--- src/rtl/useq_pkg.sv ---
// Package: shared types, control-word encodings and the computed microcode
// image of the control sequencer.
// Assumes a 32-bit control word whose top two bits carry the sequencing code.
package useq_pkg;

    typedef enum logic [1:0] {
        SEQ_STEP    = 2'b00,
        SEQ_DECODE  = 2'b01,
        SEQ_RESTART = 2'b10,
        SEQ_POLL    = 2'b11
    } seq_e;

    // sequencing codes placed in bits [31:30]
    localparam logic [31:0] SQ_DECODE  = 32'h4000_0000;
    localparam logic [31:0] SQ_RESTART = 32'h8000_0000;
    localparam logic [31:0] SQ_POLL    = 32'hC000_0000;

    // datapath strobes
    localparam logic [31:0] CB_PC_INC  = 32'h0000_0001;
    localparam logic [31:0] CB_IR_LOAD = 32'h0000_0002;
    localparam logic [31:0] CB_OPND_RD = 32'h0000_0004;
    localparam logic [31:0] CB_REG_WR  = 32'h0000_0008;
    localparam logic [31:0] CB_ALU_ADD = 32'h0000_0010;
    localparam logic [31:0] CB_FLAG_WR = 32'h0000_0020;
    localparam logic [31:0] CB_INTA1   = 32'h0000_0040;
    localparam logic [31:0] CB_INTA2   = 32'h0000_0080;
    localparam logic [31:0] CB_EOI     = 32'h0000_0100;
    localparam logic [31:0] CB_LONG    = 32'h0000_0200;

    // assembled words
    localparam logic [31:0] W_FETCH = SQ_DECODE | CB_IR_LOAD | CB_PC_INC;
    localparam logic [31:0] W_PAD   = SQ_RESTART;
    localparam logic [31:0] W_ADD   = CB_ALU_ADD | CB_FLAG_WR;
    localparam logic [31:0] W_MOVI0 = CB_PC_INC | CB_OPND_RD;
    localparam logic [31:0] W_MOVI1 = CB_REG_WR;
    localparam logic [31:0] W_LONG  = CB_LONG;

    // opcodes of the test program
    localparam int OP_FETCH = 0;
    localparam int OP_ADD   = 3;
    localparam int OP_MOVI  = 8;
    localparam int OP_LONG  = 12;

    // Interrupt tail: poll, two acknowledges, end-of-interrupt with return.
    function automatic logic [31:0] tail_word(input int k);
        logic [31:0] w;
        case (k)
            0:       w = SQ_POLL;
            1:       w = CB_INTA1;
            2:       w = CB_INTA2;
            3:       w = SQ_RESTART | CB_EOI;
            default: w = W_PAD;
        endcase
        return w;
    endfunction

    // Control word stored at micro-address addr for a slot of stride words.
    function automatic logic [31:0] ucode_word(input int addr, input int stride);
        int opc;
        int off;
        int loc;
        int long_body;
        logic [31:0] w;
        opc       = addr / stride;
        off       = addr % stride;
        loc       = addr - OP_LONG * stride;
        long_body = 2 * stride - 4;
        if (opc == OP_FETCH) begin
            w = (off == 0) ? W_FETCH : W_PAD;
        end else if (opc == OP_ADD) begin
            w = (off == 0) ? W_ADD : tail_word(off - 1);
        end else if (opc == OP_MOVI) begin
            if (off == 0)      w = W_MOVI0;
            else if (off == 1) w = W_MOVI1;
            else               w = tail_word(off - 2);
        end else if (opc == OP_LONG || opc == OP_LONG + 1) begin
            w = (loc < long_body) ? W_LONG : tail_word(loc - long_body);
        end else begin
            w = tail_word(off);
        end
        return w;
    endfunction

endpackage

--- src/rtl/useq_rom.sv ---
// Module: control store. Combinational read of the computed microcode image.
// Assumes CW_W is 32; the image is produced by the package function.
module useq_rom #(
    parameter int UPC_W     = 9,
    parameter int STRIDE_LG = 3,
    parameter int CW_W      = 32
) (
    input  logic [UPC_W-1:0] addr,
    output logic [CW_W-1:0]  word
);
    import useq_pkg::*;

    localparam int STRIDE = 1 << STRIDE_LG;

    // purpose: look up the word at the current micro-address
    always_comb begin
        word = CW_W'(ucode_word(int'(addr), STRIDE));
    end

endmodule

--- src/rtl/useq_next.sv ---
// Module: next micro-address selection.
// Picks between increment, opcode entry, return to fetch and the poll branch.
// Assumes each opcode slot is 2**STRIDE_LG words long.
module useq_next #(
    parameter int OPC_W     = 6,
    parameter int STRIDE_LG = 3,
    localparam int UPC_W    = OPC_W + STRIDE_LG
) (
    input  logic [UPC_W-1:0] upc,
    input  useq_pkg::seq_e   seq,
    input  logic [OPC_W-1:0] opcode,
    input  logic             irq_go,
    output logic [UPC_W-1:0] upc_nxt
);
    import useq_pkg::*;

    // purpose: choose the following micro-address from the sequencing code
    always_comb begin
        case (seq)
            SEQ_DECODE:  upc_nxt = {opcode, {STRIDE_LG{1'b0}}};
            SEQ_RESTART: upc_nxt = '0;
            SEQ_POLL:    upc_nxt = irq_go ? upc + UPC_W'(1) : '0;
            default:     upc_nxt = upc + UPC_W'(1);
        endcase
    end

endmodule

--- src/rtl/micro_sequencer.sv ---
// Module: top of the microprogrammed control sequencer.
// Holds the uPC and the latched register field, and gates advance by the
// single-step strobe. Assumes the instruction byte is valid in the cycle
// whose control word carries the decode code.
module micro_sequencer #(
    parameter int IR_W      = 8,
    parameter int OPC_W     = 6,
    parameter int STRIDE_LG = 3,
    parameter int CW_W      = 32
) (
    input  logic                         clk,
    input  logic                         rst_n,
    input  logic [IR_W-1:0]              instr_byte,
    input  logic                         irq_pending,
    input  logic                         irq_allow,
    input  logic                         step_mode,
    input  logic                         step_go,
    output logic [CW_W-1:0]              ctrl_word,
    output logic [OPC_W+STRIDE_LG-1:0]   upc,
    output logic [IR_W-OPC_W-1:0]        reg_sel
);
    import useq_pkg::*;

    localparam int UPC_W = OPC_W + STRIDE_LG;
    localparam int REG_W = IR_W - OPC_W;

    logic             adv;
    logic             irq_go;
    logic             take_decode;
    seq_e             seq;
    logic [UPC_W-1:0] upc_nxt;
    logic [OPC_W-1:0] opcode;

    assign adv         = !step_mode || step_go;
    assign irq_go      = irq_pending && irq_allow;
    assign seq         = seq_e'(ctrl_word[CW_W-1 -: 2]);
    assign opcode      = instr_byte[IR_W-1 -: OPC_W];
    assign take_decode = adv && (seq == SEQ_DECODE);

    useq_rom #(
        .UPC_W     (UPC_W),
        .STRIDE_LG (STRIDE_LG),
        .CW_W      (CW_W)
    ) u_rom (
        .addr (upc),
        .word (ctrl_word)
    );

    useq_next #(
        .OPC_W     (OPC_W),
        .STRIDE_LG (STRIDE_LG)
    ) u_next (
        .upc     (upc),
        .seq     (seq),
        .opcode  (opcode),
        .irq_go  (irq_go),
        .upc_nxt (upc_nxt)
    );

    // purpose: micro-program counter, advanced when run mode or a step strobe allows
    always_ff @(posedge clk) begin
        if (!rst_n)   upc <= '0;
        else if (adv) upc <= upc_nxt;
    end

    // purpose: capture the register field on each taken decode
    always_ff @(posedge clk) begin
        if (!rst_n)           reg_sel <= '0;
        else if (take_decode) reg_sel <= instr_byte[REG_W-1:0];
    end

    // a taken decode lands on the opcode's slot base
    p_decode_entry_r3: assert property (@(posedge clk) disable iff (!rst_n)
        take_decode |=> (upc == {$past(opcode), {STRIDE_LG{1'b0}}}));

    // register field only changes on a taken decode
    p_regsel_hold_r3: assert property (@(posedge clk) disable iff (!rst_n)
        !take_decode |=> $stable(reg_sel));

    // a step word moves the uPC by exactly one
    p_step_inc_r4: assert property (@(posedge clk) disable iff (!rst_n)
        (adv && seq == SEQ_STEP) |=> (upc == $past(upc) + UPC_W'(1)));

    // a return word goes back to fetch
    p_restart_r5: assert property (@(posedge clk) disable iff (!rst_n)
        (adv && seq == SEQ_RESTART) |=> (upc == '0));

    // a poll with nothing to take goes back to fetch
    p_poll_idle_r6: assert property (@(posedge clk) disable iff (!rst_n)
        (adv && seq == SEQ_POLL && !irq_go) |=> (upc == '0));

    // without a strobe in single-step mode nothing moves
    p_step_hold_r7: assert property (@(posedge clk) disable iff (!rst_n)
        (step_mode && !step_go) |=> ($stable(upc) && $stable(reg_sel)));

endmodule

--- config.mk ---
export PLATFORM = sky130hd
export DESIGN_NAME = micro_sequencer
export DESIGN_NICKNAME = d
export VERILOG_FILES = /design/src/rtl/useq_pkg.sv /design/src/rtl/useq_rom.sv /design/src/rtl/useq_next.sv /design/src/rtl/micro_sequencer.sv
export SDC_FILE = /design/constraint.sdc
export NUM_CORES = 1
export LEC_CHECK = 0
export ABC_AREA = 1
export BUFFER_PORTS_ARGS = -buffer_cell sky130_fd_sc_hd__buf_4
export CORE_ASPECT_RATIO = 0.8
export CORE_MARGIN = 10
export CORE_UTILIZATION = 55
export DETAILED_ROUTE_END_ITERATION = 7
export PLACE_DENSITY_LB_ADDON = 0.08
export SYNTH_ARGS = -nofsm -noshare
export SYNTH_HDL_FRONTEND = slang
export SYNTH_SLANG_ARGS = --single-unit
--- constraint.sdc ---
create_clock -name clk -period 6.84 [get_ports clk]
set_clock_uncertainty 0.15 [all_clocks]
set_input_delay 1.368 -clock clk [delete_from_list [all_inputs] [get_ports clk]]
set_output_delay 1.368 -clock clk [all_outputs]
set_load 0.05 [all_outputs]
# Yosys cells after proc, flatten, opt, wreduce, memory -nomap -nowiden
# Index checks and enable logic that the tools add are counted.
# word_totals
inputBits,14
reg_bits,11
# op_classes
n_mux,15
eq_ne,20
add_sub_neg,5
n_lt_le_gt_ge,1
reduce_logical,11
# op_table
operator,count
$pmux W32 S4,4
$mux W32,9
$eq A32 B2 Y1 const B,6
$logic_not A32 Y1,6
$eq A32 B1 Y1 const B,3
$lt A32 B5 Y1 const B,1
$sub A32 B5 Y32 const B,1
$pmux W9 S3,1
$eq A6 B5 Y1 const B,3
$sub A9 B7 Y10 const B,1
$add A9 B1 Y9 const B,1
$eq A3 B2 Y1 const B,3
$mux W9,1
$eq A6 B3 Y1 const B,1
$eq A2 B2 Y1 const B,2
$sub A3 B1 Y4 const B,1
$sub A3 B2 Y4 const B,1
$eq A3 B1 Y1 const B,1
$eq A2 B1 Y1 const B,1
$logic_and A1 B1 Y1,2
$logic_or A1 B1 Y1,2
$logic_not A1 Y1,1

# Depth between registers and ports, before layout
# Gate-level depths: netlist (run 1).
# depth
ltp_word,11
mapped_depth,27
ltp_nobuf,26

# Modules after synthesis
# A second synthesis (run 1) with hierarchy kept.
# hier_totals
cells_unflattened,296
area_unflattened_um2,1674.1
# modules_own_cells
mod,area_per_inst_um2,instances,cells_each
useq_rom,952.2,1,174
micro_sequencer,435.4,1,57
useq_next,286.5,1,65

# Worst setup path after synthesis (run 1)
# Ideal clock, no wire load.
# synth_timing
path_kind,register to output
from,reg upc[6]
to,out ctrl_word[8]
path_buffers,0
arrival_ns,3.360
path_stages_with_launch,14
path_slack_ns,1.962
required_ns,5.322
path_cell_list,dfxtp_1 > ha_1 > inv_1 > nand2_2 > nand2_1 > nor2_4 > nand3b_1 > ha_1 > or2_2 > nor3_1 > nand2_2 > nor2_4 > nand4_1 > a31oi_1
# synth_between
elab_chain_len,9
elab_cells_between_ends,19
# synth_lines
item,line_no,rtl
"start, declared",micro_sequencer.sv:19,"output logic [OPC_W+STRIDE_LG-1:0] upc,"
"start signal, assigned",micro_sequencer.sv:63,else if (adv) upc <= upc_nxt;
$sub A9 B7 Y10,useq_pkg.sv:66,loc = addr - OP_LONG * stride;
$sub A32 B5 Y32,useq_pkg.sv:77,w = (loc < long_body) ? W_LONG : tail_word(loc - long_body);
$eq A32 B2 Y1 (tied with other cells),useq_pkg.sv:47,case (k)
$pmux W32 S4,useq_pkg.sv:47,
$mux W32,useq_pkg.sv:77,
$mux W32,useq_pkg.sv:76,end else if (opc == OP_LONG || opc == OP_LONG + 1) begin
$mux W32,useq_pkg.sv:72,end else if (opc == OP_MOVI) begin
$mux W32,useq_pkg.sv:70,end else if (opc == OP_ADD) begin
$mux W32 (*),useq_pkg.sv:68,if (opc == OP_FETCH) begin
"end, declared",micro_sequencer.sv:18,"output logic [CW_W-1:0] ctrl_word,"
# Mark *: on every way between the ends. The rest lies on a longest branch, timed or not.

# Worst setup path after layout (run 1)
# layout_timing
from,reg upc[5]
to,out ctrl_word[31]
# Same word-level chain as after synthesis.

==> results of run 1 <==
[worst max-delay path by stage]
| stage | slack (ps) | to | cells after the start | startpoint |
|---|---|---|---|---|
| after floorplan | 1960 | ctrl_word[8] | 13 | upc[6]$_SDFFE_PN0P_ |
| after global placement | 2090 | ctrl_word[31] | 21 | upc[5]$_SDFFE_PN0P_ |
| after detailed placement | 2040 | ctrl_word[31] | 21 | upc[5]$_SDFFE_PN0P_ |
| after CTS | 1760 | ctrl_word[31] | 21 | upc[5]$_SDFFE_PN0P_ |
| after global routing | 1440 | ctrl_word[31] | 21 | upc[5]$_SDFFE_PN0P_ |
| final | 1740 | ctrl_word[31] | 21 | upc[5]$_SDFFE_PN0P_ |
[power breakdown]
group	leakage [µW]	internal, µW	switching, µW
Combinational	0.00104	136	348
Clock	0.0000228	40.9	23.7
Sequential	0.0000899	76.6	23.3
Total	0.00115	253	395
[state kept, by name, indices dropped and copies added, names as in the netlist]
name,flops
reg_sel,2
upc,9
[cells in the mapped netlist (all sizes together) (2+ instances only)]
cell / instances / area, µm²
nand3b: 3 / 22.52
o2111a: 2 / 22.52
nand2: 80 / 365.3
xor2: 4 / 35.03
clkinv: 3 / 11.26
nor3: 7 / 40.04
o22ai: 2 / 12.51
nand3: 32 / 182.7
a21oi: 10 / 53.80
xnor2: 2 / 17.52
inv: 47 / 176.4
buf: 26 / 197.7
nand4: 6 / 37.54
dfxtp: 11 / 220.2
nor2: 29 / 151.4
o21ai: 16 / 80.08
ha: 24 / 300.3
[per-stage QoR]
stage               worst slack, ps  instance area, µm²  utilization
finish                         1744                2231       0.6472
global route                   1441                2231       0.6472
CTS                            1758                2231       0.6472
detailed placement             2037                2186       0.6341
global placement               2093                2186       0.6341
floorplan                      1962                2061            -
[cell families (layout without fill, tap and decap cells)]
logic type,count (synthesis),count (layout),synth area share
fa+ha+maj,24,24,0.1509
buf+inv,76,90,0.1937
simple gates,160,160,0.4120
flops,11,11,0.1107
compound gates,35,35,0.1044
xor+xnor,6,6,0.02641
other cells,1,20,0.001885
[layout make-up]
cell class,count,area (µm²)
sequential,11,220.2
clock buffer,4,45.04
fill,342,1216
multi-input combinational,245,1455
timing repair buffer,36,270.3
inverter,50,187.7
tap,42,52.55
[layer usage]
layer	vias to the layer above	track usage	wire (µm)
met3	2	0.04420	444
met2	59	0.2202	1921
li1	1034	-	-
met5	-	0	0
met4	0	0.02650	12
met1	819	0.1979	2343
[worst max-delay path, cell delays in order, from the launching register on]
cell,delay [ps]
dfxtp_1,570
ha_1,310
inv_1,80
nand2_2,100
nand2_1,110
nor2_4,150
nand3b_1,130
ha_1,290
or2_2,290
nor3_1,230
nand2_2,100
nor2_4,120
nand3_1,100
nand2_1,80
nand2_1,40
nand2_1,70
nand2_2,70
nand2_2,80
nand2_4,70
nand2_4,110
inv_1,50
buf_4,180
==> qor.txt, run 1 <==
======================================================================================
Element type at the critical path end                                      output port
Max Cap Violations                                                                   0
Layout area overhead                                                            12.14%
Hold-fix buffers, CTS                                                                0
Total iterations of the first detailed-routing run                                   4
Final period utilization                                                        0.7450
Via count of the first global-routing pass                                        1846
Max Transition Viols Final                                                           0
Clock net sink count                                                                11
Number of cells on the worst reg-to-reg path                                        22
Sequential element share of the synthesized area                                0.1107
End of the worst register-to-register path                                upc[6]$_SDFFE_PN0P_
Overall Global Routing Usage                                                    0.1453
Port Buf Inserts                                                                    36
Layout net count                                                                   385
Routed via count divided by cell count                                           4.933
Startpoint type of the worst setup path                                      flip-flop
Number of enable flip-flop cells after synthesis                                     0
Largest net degree at the start of global routing                                   19
Placed cell count                                                                  384
Leakage                                                                    0.001153 µW
Classification of the worst setup path                                    flip-flop to output port
Time the worst path needs with I/O delays and setup                            5096 ps
Number of core rows                                                                 19
Clock slew at the register clock pins of the worst setup and hold paths          50 ps
DRT iter0 DRCs                                                                      78
Vert. Die Dim                                                                 73.80 µm
FF+latch count, synth                                                               11
Synth async-reset ratio                                                              0
RSZ-0062 raised after global routing                                                no
DRC                                                                                  0
Residual antenna-violating net count after detailed routing                          0
Total power per unit cell area                                            290.7 nW/µm²
Core area                                                                     3447 µm²
Setup_tns                                                                         0 ps
Via total after detailed routing                                                  1914
Total of cells resized after clock tree synthesis                                    0
Initial antenna violation count                                                      0
IR Drop Worst-Case VDD                                                        328.0 µV
Distinct cell type count of the synthesized netlist                                 37
Synthesized area divided by synthesized cell count                           6.356 µm²
Global placement routability congestion                                         0.8916
Data arrival at the endpoint of the critical path                              3580 ps
Count of final hold-check violations                                                 0
Worst hold margin                                                             315.1 ps
Worst hold path class                                                     flip-flop to flip-flop
Endpoint with the worst hold slack                                        reg_sel[0]$_SDFFE_PN0P_
Fin cells                                                                          388
Commonest non-fill, non-tap cell in the layout                                 nand2_1
Crit-path max FO                                                                    10
Drt wl/cell                                                                   12.17 µm
Global-route congestion overflow total                                               0
Ant diodes                                                                           0
Primary FF master, synth                                                       dfxtp_1
First-pass GRT wire length                                                     8017 µm
Cell depth of the worst min-delay path                                               2
Post-synthesis cell area                                                      1989 µm²
Count of yosys warnings during synthesis                                             0
Status                                                                    finished clean
TritonCTS clock tree                                                              done
Max frequency                                                                196.2 MHz
Share of post-route cells with drive strength above 1                           0.2168
Number of setup violations in the final report                                       0
Syn Inst Count                                                                     313
Number of buffers on the longest clock path                                          2
H-tree depth                                                                         1
Post-DP HPWL                                                                   3997 µm
Root buf cell                                                                 clkbuf_8
Clk Latency, worst-skew pair                                                    230 ps
Total setup buffers inserted after CTS                                               0
Overall routed net length                                                      4721 µm
Floorplan die area                                                            6438 µm²
Count of boundary I/O pins                                                          57
Leading cell types in the layout, fill and taps excluded                  nand2_1 (62), inv_1 (45), buf_4 (36)
CP required                                                                    5320 ps
Num CTS Buffers                                                                      3
Overall power                                                                 648.6 µW
Start point of the worst hold path                                        reg_sel[0]$_SDFFE_PN0P_
Die Width                                                                     87.24 µm
Initial Util                                                                    0.5771
Worst r2r src                                                             upc[5]$_SDFFE_PN0P_
FF-to-FF setup slack                                                           3080 ps
======================================================================================
Power figures use the tool's default switching activity.
==> inputs of run 2 (changes only) <==
--- a/config.mk
+++ b/config.mk
@@ -9,7 +9,7 @@
 export BUFFER_PORTS_ARGS = -buffer_cell sky130_fd_sc_hd__buf_4
 export CORE_ASPECT_RATIO = 0.8
 export CORE_MARGIN = 10
-export CORE_UTILIZATION = 55
+export CORE_UTILIZATION = 48
 export DETAILED_ROUTE_END_ITERATION = 7
 export PLACE_DENSITY_LB_ADDON = 0.08
 export SYNTH_ARGS = -nofsm -noshare
==> constraint.sdc (replaced) <==
create_clock -name clk -period 4.4 [get_ports clk]
set_clock_uncertainty 0.15 [all_clocks]
set_input_delay 0.88 -clock clk [delete_from_list [all_inputs] [get_ports clk]]
set_output_delay 0.88 -clock clk [all_outputs]
set_load 0.05 [all_outputs]
==> run 2 against run 1 <==
Against the previous run:
- via count rose by 3.8%
- combinational power rose by 69%
- total power rose by 65%
- cell count rose by 5.4%
- die area rose by 11%
- register-to-register slack got worse by 2200 ps
- largest power group unchanged
- highest routed layer unchanged
==> qor.txt, run 2 (same netlist as run 1, synthesis figures left out) <==
======================================================================================
CP required                                                                    3370 ps   was 5320 ps
First-pass GRT wire length                                                     8611 µm   was 8017 µm
Number of setup violations in the final report                                       0   unchanged
Num CTS Buffers                                                                      3   unchanged
Crit-path max FO                                                                    10   unchanged
Leading cell types in the layout, fill and taps excluded                  nand2_1 (62), inv_1 (44), buf_4 (43)   was nand2_1 (62), inv_1 (45), buf_4 (36)
Layout net count                                                                   393   was 385
Leakage                                                                    0.001215 µW   was 0.001153 µW
Die Width                                                                     91.98 µm   was 87.24 µm
DRT iter0 DRCs                                                                     116   was 78
Worst hold path class                                                     flip-flop to flip-flop   unchanged
Count of boundary I/O pins                                                          57   unchanged
FF-to-FF setup slack                                                            870 ps   was 3080 ps
Max Transition Viols Final                                                           0   unchanged
Core area                                                                     3904 µm²   was 3447 µm²
Internal power of the cells                                                   426.0 µW   was 253.4 µW
Overall routed net length                                                      5312 µm   was 4721 µm
Global-route congestion overflow total                                               0   unchanged
Power dissipated by switching net loads                                       646.5 µW   was 395.2 µW
H-tree depth                                                                         1   unchanged
Overall power                                                                  1072 µW   was 648.6 µW
Clock slew at the register clock pins of the worst setup and hold paths          50 ps   about the same
Max frequency                                                                239.5 MHz
Hold-fix buffers, CTS                                                                0   unchanged
Destination of the critical timing path                                   ctrl_word[31]   unchanged
Port Buf Inserts                                                                    36   unchanged
Number of buffers on the longest clock path                                          2   unchanged
Ordered cell list for the critical path                                   inv_1 -> ha_4 -> inv_2 -> nand3_2 -> nor2_4 -> buf_4 -> nand2_4 -> ha_1 -> nor2_1 -> nand2_1 -> nor3_4 -> nand2_2 -> nor2_4 -> o211ai_1 -> nand2_1 -> nand2_1 -> nand2_2 -> nand2_2 -> nand2_4 -> nand2_8 -> inv_1 -> buf_6   was ha_1 -> inv_1 -> nand2_2 -> nand2_1 -> nor2_4 -> nand3b_1 -> ha_1 -> or2_2 -> nor3_1 -> nand2_2 -> nor2_4 -> nand3_1 -> nand2_1 -> nand2_1 -> nand2_1 -> nand2_2 -> nand2_2 -> nand2_4 -> nand2_4 -> inv_1 -> buf_4
DRC                                                                                  0   unchanged
Residual antenna-violating net count after detailed routing                          0   unchanged
End of the worst register-to-register path                                upc[5]$_SDFFE_PN0P_   was upc[6]$_SDFFE_PN0P_
Overall Global Routing Usage                                                    0.1391   was 0.1453
Global placement routability congestion                                         0.9085   was 0.8916
Floorplan die area                                                            7135 µm²   was 6438 µm²
Layout area overhead                                                            19.37%   was 12.14%
IR Drop Worst-Case VDD                                                        231.9 µV   was 328.0 µV
Number of cells on the worst reg-to-reg path                                        26   was 22
Initial Util                                                                    0.5096   was 0.5771
Element type at the critical path end                                      output port   unchanged
Fraction of power spent switching nets                                          0.6028   was 0.6093
Commonest non-fill, non-tap cell in the layout                                 nand2_1   unchanged
Clock power share                                                                0.098   was 0.100
Post-route cell area                                                          2375 µm²   was 2231 µm²
TritonCTS clock tree                                                              done   unchanged
Comb pwr share                                                                   0.764   was 0.746
Critical path origin                                                      upc[5]$_SDFFE_PN0P_   unchanged
Cell with the biggest individual delay on the critical path                    dfxtp_4   was dfxtp_1
Drt wl/cell                                                                   12.99 µm   was 12.17 µm
Fin cells                                                                          409   was 388
Vert. Die Dim                                                                 77.58 µm   was 73.80 µm
Registers with the most flip-flops                                        upc (9), reg_sel (2)   unchanged
Final period utilization                                                        0.9489
Status                                                                    finished clean   unchanged
Share of post-route cells with drive strength above 1                           0.2599   was 0.2168
Number of core rows                                                                 20   was 19
Classification of the worst setup path                                    flip-flop to output port   unchanged
Largest Register                                                                   upc   unchanged
Routed via count divided by cell count                                           4.856   was 4.933
Post-place instance area                                                      2240 µm²   was 2186 µm²
Worst hold margin                                                             313.2 ps   was 315.1 ps
Ant diodes                                                                           0   unchanged
Clk Latency, worst-skew pair                                                    240 ps   was 230 ps
Initial antenna violation count                                                      0   unchanged
Reg power frac                                                                   0.138   was 0.154
Worst r2r src                                                             upc[5]$_SDFFE_PN0P_   unchanged
Placed cell count                                                                  402   was 384
Data arrival at the endpoint of the critical path                              3150 ps   was 3580 ps
Count of final hold-check violations                                                 0   unchanged
Startpoint type of the worst setup path                                      flip-flop   unchanged
Stage delay of the slowest cell on the critical path                            380 ps   was 570 ps
Total iterations of the first detailed-routing run                                   4   unchanged
Largest net degree at the start of global routing                                   19   unchanged
Clock net sink count                                                                11   unchanged
Setup_tns                                                                         0 ps   unchanged
Root buf cell                                                                 clkbuf_8   unchanged
Via total after detailed routing                                                  1986   was 1914
Via count of the first global-routing pass                                        1847   was 1846
Number of flip-flops in the largest register                                         9   unchanged
Post-DP HPWL                                                                   4342 µm   was 3997 µm
Max Cap Violations                                                                   0   unchanged
Total power per unit cell area                                            451.6 nW/µm²   was 290.7 nW/µm²
Time the worst path needs with I/O delays and setup                            4175 ps
======================================================================================
==> run 2: area by class of cell <==
| cell class | count | area (µm²) |
|---|---|---|
| clock buffer | 3 | 41.29 |
| clock inverter | 1 | 5.005 |
| fill | 387 | 1529 |
| inverter | 50 | 187.7 |
| multi-input combinational | 245 | 1510 |
| sequential | 11 | 227.7 |
| tap | 55 | 68.82 |
| timing repair buffer | 44 | 334.1 |
==> run 2: stage by stage <==
stage,util,setup WS [ps]
2_1_floorplan,-,10.46
3_3_place_gp,0.5737,285.7
3_5_place_dp,0.5737,246.0
4_1_cts,0.5862,4.403
5_1_grt,0.6083,-24.78
6_report,0.6083,225.0
==> run 2: how the worst min path moves through the flow <==
| stage | start | end | slack [ps] | cells past startpoint |
|---|---|---|---|---|
| after CTS | reg_sel[0]$_SDFFE_PN0P_ | reg_sel[0]$_SDFFE_PN0P_ | 320 | 2 |
| after detailed placement | reg_sel[1]$_SDFFE_PN0P_ | reg_sel[1]$_SDFFE_PN0P_ | 310 | 2 |
| final | reg_sel[0]$_SDFFE_PN0P_ | reg_sel[0]$_SDFFE_PN0P_ | 310 | 2 |
| after global routing | reg_sel[0]$_SDFFE_PN0P_ | reg_sel[0]$_SDFFE_PN0P_ | 330 | 2 |
| after floorplan | reg_sel[0]$_SDFFE_PN0P_ | reg_sel[0]$_SDFFE_PN0P_ | 530 | 2 |
| after global placement | reg_sel[0]$_SDFFE_PN0P_ | reg_sel[0]$_SDFFE_PN0P_ | 310 | 2 |
==> run 2: power groups by stage <==
| stage | clock [µW] | sequential, µW | combinational (µW) |
|---|---|---|---|
| after global placement | 0 | 146 | 788 |
| after floorplan | 0 | 208 | 561 |
| after CTS | 105 | 145 | 794 |
| after detailed placement | 0 | 146 | 791 |
| final | 105 | 148 | 820 |
| after global routing | 110 | 151 | 896 |
==> run 2: routing by layer <==
layer | part of all wire | GRT usage | vias to the layer above
met3 | 0.063 | 0.03173 | 2
met4 | 0.0040 | 0.02154 | 0
met2 | 0.44 | 0.2239 | 56
li1 | - | - | 1052
met1 | 0.49 | 0.1869 | 876
met5 | 0 | 0 | -
==> run 2: worst max-delay path, delay by kind of cell (launching register included) <==
kind	cells	cell delay, ps
buffers and inverters	5	520
adder cells (fa/ha/maj)	2	530
flip-flops	1	380
AO/OA/AOI/OAI	1	120
AND/OR/NAND/NOR	14	1350
==> run 2: what timing repair did <==
item | 4_1_cts | 5_1_grt
setup buffers | 0 | 3
pin swaps | 0 | 4
gates resized for setup | 1 | 13
endpoints found under the setup margin | 1 | 4
==> inputs of run 3 (changes only) <==
--- a/config.mk
+++ b/config.mk
@@ -5,11 +5,10 @@
 export SDC_FILE = /design/constraint.sdc
 export NUM_CORES = 1
 export LEC_CHECK = 0
-export ABC_AREA = 1
 export BUFFER_PORTS_ARGS = -buffer_cell sky130_fd_sc_hd__buf_4
 export CORE_ASPECT_RATIO = 0.8
 export CORE_MARGIN = 10
-export CORE_UTILIZATION = 48
+export CORE_UTILIZATION = 46
 export DETAILED_ROUTE_END_ITERATION = 7
 export PLACE_DENSITY_LB_ADDON = 0.08
 export SYNTH_ARGS = -nofsm -noshare
==> run 3 against run 2 <==
Against the previous run:
- cell count shrank 24%
- global-route usage grew 0.55 points
- synthesized cell count shrank 29%
- flip-flop and latch count is the same
- worst hold slack gained 59 ps
- core utilization grew 4.8 points
- critical path depth shrank 9
- maximum frequency shrank 5.1%
- sequential power shrank 7%
- total power shrank 5.6%
==> qor.txt, run 3 <==
======================================================================================
Worst hold path class                                                     flip-flop to flip-flop   unchanged
Worst Max-Slew Pin Slew                                                       777.4 ps
Clock net sink count                                                                11   unchanged
Num CTS Buffers                                                                      3   unchanged
Time the worst path needs with I/O delays and setup                            4398 ps   was 4175 ps
Registers with the most flip-flops                                        upc (9), reg_sel (2)   unchanged
Synth async-reset ratio                                                              0   unchanged
Internal power of the cells                                                   439.9 µW   was 426.0 µW
Layout area overhead                                                            34.28%   was 19.37%
Via count of the first global-routing pass                                        1631   was 1847
Layout net count                                                                   307   was 393
Most instantiated library cell after synthesis                                    ha_1   was nand2_1
CP required                                                                    3370 ps   about the same
Global-route congestion overflow total                                               0   unchanged
Top Usage Layer GRT                                                               met2   unchanged
Port Buf Inserts                                                                    36   unchanged
Post-place instance area                                                      2143 µm²   was 2240 µm²
Overall Global Routing Usage                                                    0.1447   was 0.1391
Largest Register                                                                   upc   unchanged
H-tree depth                                                                         1   unchanged
Share of post-route cells with drive strength above 1                           0.3470   was 0.2599
Total power per unit cell area                                            438.4 nW/µm²   was 451.6 nW/µm²
Distinct cell type count of the synthesized netlist                                 51   was 37
Vert. Die Dim                                                                 74.68 µm   was 77.58 µm
Total iterations of the first detailed-routing run                                   4   unchanged
Fraction of met1 tracks used by global routing                                  0.1955   was 0.1869
Fill cell total of the finished layout                                             324   was 387
Leakage                                                                   0.0009857 µW   was 0.001215 µW
Drt wl/cell                                                                   15.78 µm   was 12.99 µm
Overall routed net length                                                      4891 µm   was 5312 µm
Cell types with the largest area share after synthesis                    ha_1 (17%), dfxtp_1 (13%), buf_4 (9.2%)   was ha_1 (15%), nand2_1 (12%), dfxtp_1 (11%)
FF+latch count, synth                                                               11   unchanged
Leading area contributor after synthesis                                          ha_1   unchanged
Max frequency                                                                227.4 MHz   was 239.5 MHz
Fraction of power spent switching nets                                          0.5653   was 0.6028
Stage delay of the slowest cell on the critical path                            490 ps   was 380 ps
Worst setup slack before clock tree synthesis                                -2.282 ps   was 246.0 ps
Cell occurring most often along the worst timing path                             ha_4
DRC                                                                                  0   unchanged
Element type at the critical path end                                      output port   unchanged
Clock slew at the register clock pins of the worst setup and hold paths          50 ps   about the same
FF-to-FF setup slack                                                            480 ps   was 870 ps
Commonest non-fill, non-tap cell in the layout                                   buf_4   was nand2_1
Remaining max-slew budget at the tightest pin                                   0.4807
Crit-path max FO                                                                     5   was 10
Post-route cell area                                                          2308 µm²   was 2375 µm²
Sequential element share of the synthesized area                                0.1281   was 0.1107
Routed via count divided by cell count                                           5.645   was 4.856
Area of the multi-input gates                                                 1530 µm²   was 1510 µm²
Data arrival at the endpoint of the critical path                              3370 ps   was 3150 ps
Worst hold margin                                                             372.4 ps   was 313.2 ps
Post-synthesis cell area                                                      1719 µm²   was 1989 µm²
Comb pwr share                                                                   0.762   was 0.764
Final period utilization                                                        0.9994   was 0.9489
Classification of the worst setup path                                    flip-flop to output port   unchanged
Final worst slack                                                             2.457 ps   was 225.0 ps
Ordered cell list for the critical path                                   inv_6 -> ha_4 -> or4bb_1 -> o32a_4 -> nand2b_4 -> ha_4 -> nor4_4 -> nand4_1 -> or3_4 -> a2111oi_4 -> o211a_4 -> nor2_4 -> buf_6   was inv_1 -> ha_4 -> inv_2 -> nand3_2 -> nor2_4 -> buf_4 -> nand2_4 -> ha_1 -> nor2_1 -> nand2_1 -> nor3_4 -> nand2_2 -> nor2_4 -> o211ai_1 -> nand2_1 -> nand2_1 -> nand2_2 -> nand2_2 -> nand2_4 -> nand2_8 -> inv_1 -> buf_6
RSZ-0062 raised after global routing                                               yes
Reg power frac                                                                   0.137   was 0.138
Max Transition Viols Final                                                           0   unchanged
Core area                                                                     3518 µm²   was 3904 µm²
Initial Util                                                                    0.4886   was 0.5096
Ant diodes                                                                           0   unchanged
Global-route met3 utilization                                                  0.03560   was 0.03173
Via total after detailed routing                                                  1750   was 1986
Syn Inst Count                                                                     222   was 313
Count of final hold-check violations                                                 0   unchanged
Number of setup violations in the final report                                       0   unchanged
Top post-synthesis cells by count                                         ha_1 (24), nand2_1 (22), buf_4 (21)   was nand2_1 (62), inv_1 (45), nand3_1 (29)
Reg area                                                                     227.7 µm²   unchanged
Max Cap Violations                                                                   0   unchanged
Residual antenna-violating net count after detailed routing                          0   unchanged
Power dissipated by switching net loads                                       572.1 µW   was 646.5 µW
Clk Latency, worst-skew pair                                                    240 ps   about the same
Number of core rows                                                                 19   was 20
TritonCTS clock tree                                                              done   unchanged
Status                                                                    finished clean   unchanged
Primary FF master, synth                                                       dfxtp_1   unchanged
Number of flip-flops in the largest register                                         9   unchanged
Count of boundary I/O pins                                                          57   unchanged
Number of enable flip-flop cells after synthesis                                     0   unchanged
Synthesized area divided by synthesized cell count                           7.744 µm²   was 6.356 µm²
Startpoint type of the worst setup path                                      flip-flop   unchanged
IR Drop Worst-Case VDD                                                        544.8 µV   was 231.9 µV
Leading cell types in the layout, fill and taps excluded                  buf_4 (52), nand2_1 (22), conb_1 (20)   was nand2_1 (62), inv_1 (44), buf_4 (43)
Cell depth of the worst min-delay path                                               2   unchanged
Largest net degree at the start of global routing                                   20   was 19
Count of yosys warnings during synthesis                                             0   unchanged
First-pass GRT wire length                                                     7900 µm   was 8611 µm
Floorplan die area                                                            6598 µm²   was 7135 µm²
Initial antenna violation count                                                      0   unchanged
Setup_tns                                                                         0 ps   unchanged
Number of cells on the worst reg-to-reg path                                        16   was 26
Grt met2 use                                                                    0.2245   was 0.2239
Area share of the leading cell type in the synthesized netlist                  0.1747   was 0.1509
DRT iter0 DRCs                                                                     127   was 116
Die Width                                                                     88.35 µm   was 91.98 µm
Post-layout util                                                                0.6561   was 0.6083
Global placement routability congestion                                         0.8382   was 0.9085
Root buf cell                                                                 clkbuf_8   unchanged
Post-DP HPWL                                                                   3929 µm   was 4342 µm
Clock power share                                                                0.101   was 0.098
Number of buffers on the longest clock path                                          2   unchanged
Cell with the biggest individual delay on the critical path                    or4bb_1   was dfxtp_4
======================================================================================
[run 3: area by class of cell]
type                    instances  share of cell area
clock inverters                 1            0.002168
repair buffers                 55              0.1837
multi-input cells             192              0.6629
flip-flops and latches         11             0.09864
well taps                      42             0.02276
inverters                       6             0.01192
clock buffers                   3             0.01789
[run 3: layer usage]
layer	vias to the layer above	routed length (µm)
li1	877	-
met1	813	2364
met4	0	41
met5	-	0
met2	56	2122
met3	4	362
[run 3: critical path: cells and delay by family, from the launching register on]
kind | cells | cell delay, ps
AND/OR/NAND/NOR | 6 | 1420
adder cells (fa/ha/maj) | 2 | 420
flip-flops | 1 | 380
buffers and inverters | 2 | 210
AO/OA/AOI/OAI | 3 | 690
[run 3: cell families (layout without fill, tap and decap cells)]
group / after synthesis / in the layout / share of synthesized area
buffers and inverters: 38 / 65 / 0.1332
other: 1 / 20 / 0.002181
DFF: 11 / 11 / 0.1281
and+or+nand+nor: 92 / 92 / 0.2984
AOI/OAI and AO/OA: 52 / 52 / 0.2387
muxes: 3 / 3 / 0.01965
xor gates and xnor gates: 1 / 1 / 0.005096
adders and majority gates: 24 / 24 / 0.1747
[run 3: final timing paths]
| kind | from | end |
|---|---|---|
| worst max-delay path | upc[5]$_SDFFE_PN0P_ | ctrl_word[31] |
| worst min-delay path | reg_sel[1]$_SDFFE_PN0P_ | reg_sel[1]$_SDFFE_PN0P_ |
| worst max register to register | upc[5]$_SDFFE_PN0P_ | upc[7]$_SDFFE_PN0P_ |
| worst min register to register | reg_sel[1]$_SDFFE_PN0P_ | reg_sel[1]$_SDFFE_PN0P_ |
[run 3: repair_timing]
action | in CTS | in global routing
resized for setup | 9 | 5
hold buffers | 0 | 0
setup endpoints to repair | 4 | 5
hold endpoints to repair | 0 | 0
cloned | 0 | 0
pin swaps | 7 | 8
setup buffers | 1 | 4
[run 3: power by group through the flow]
stage / combinational [µW] / sequential [µW] / clock (µW)
after floorplan: 503 / 197 / 0
after global placement: 722 / 140 / 0
after detailed placement: 726 / 140 / 0
after CTS: 746 / 138 / 104
after global routing: 829 / 142 / 108
final: 771 / 138 / 103
[run 3: stage by stage]
step,instances,total power [µW]
2_1_floorplan,241,699.4
3_3_place_gp,301,861.8
3_5_place_dp,301,866.1
4_1_cts,306,987.8
5_1_grt,310,1078
6_report,310,1012
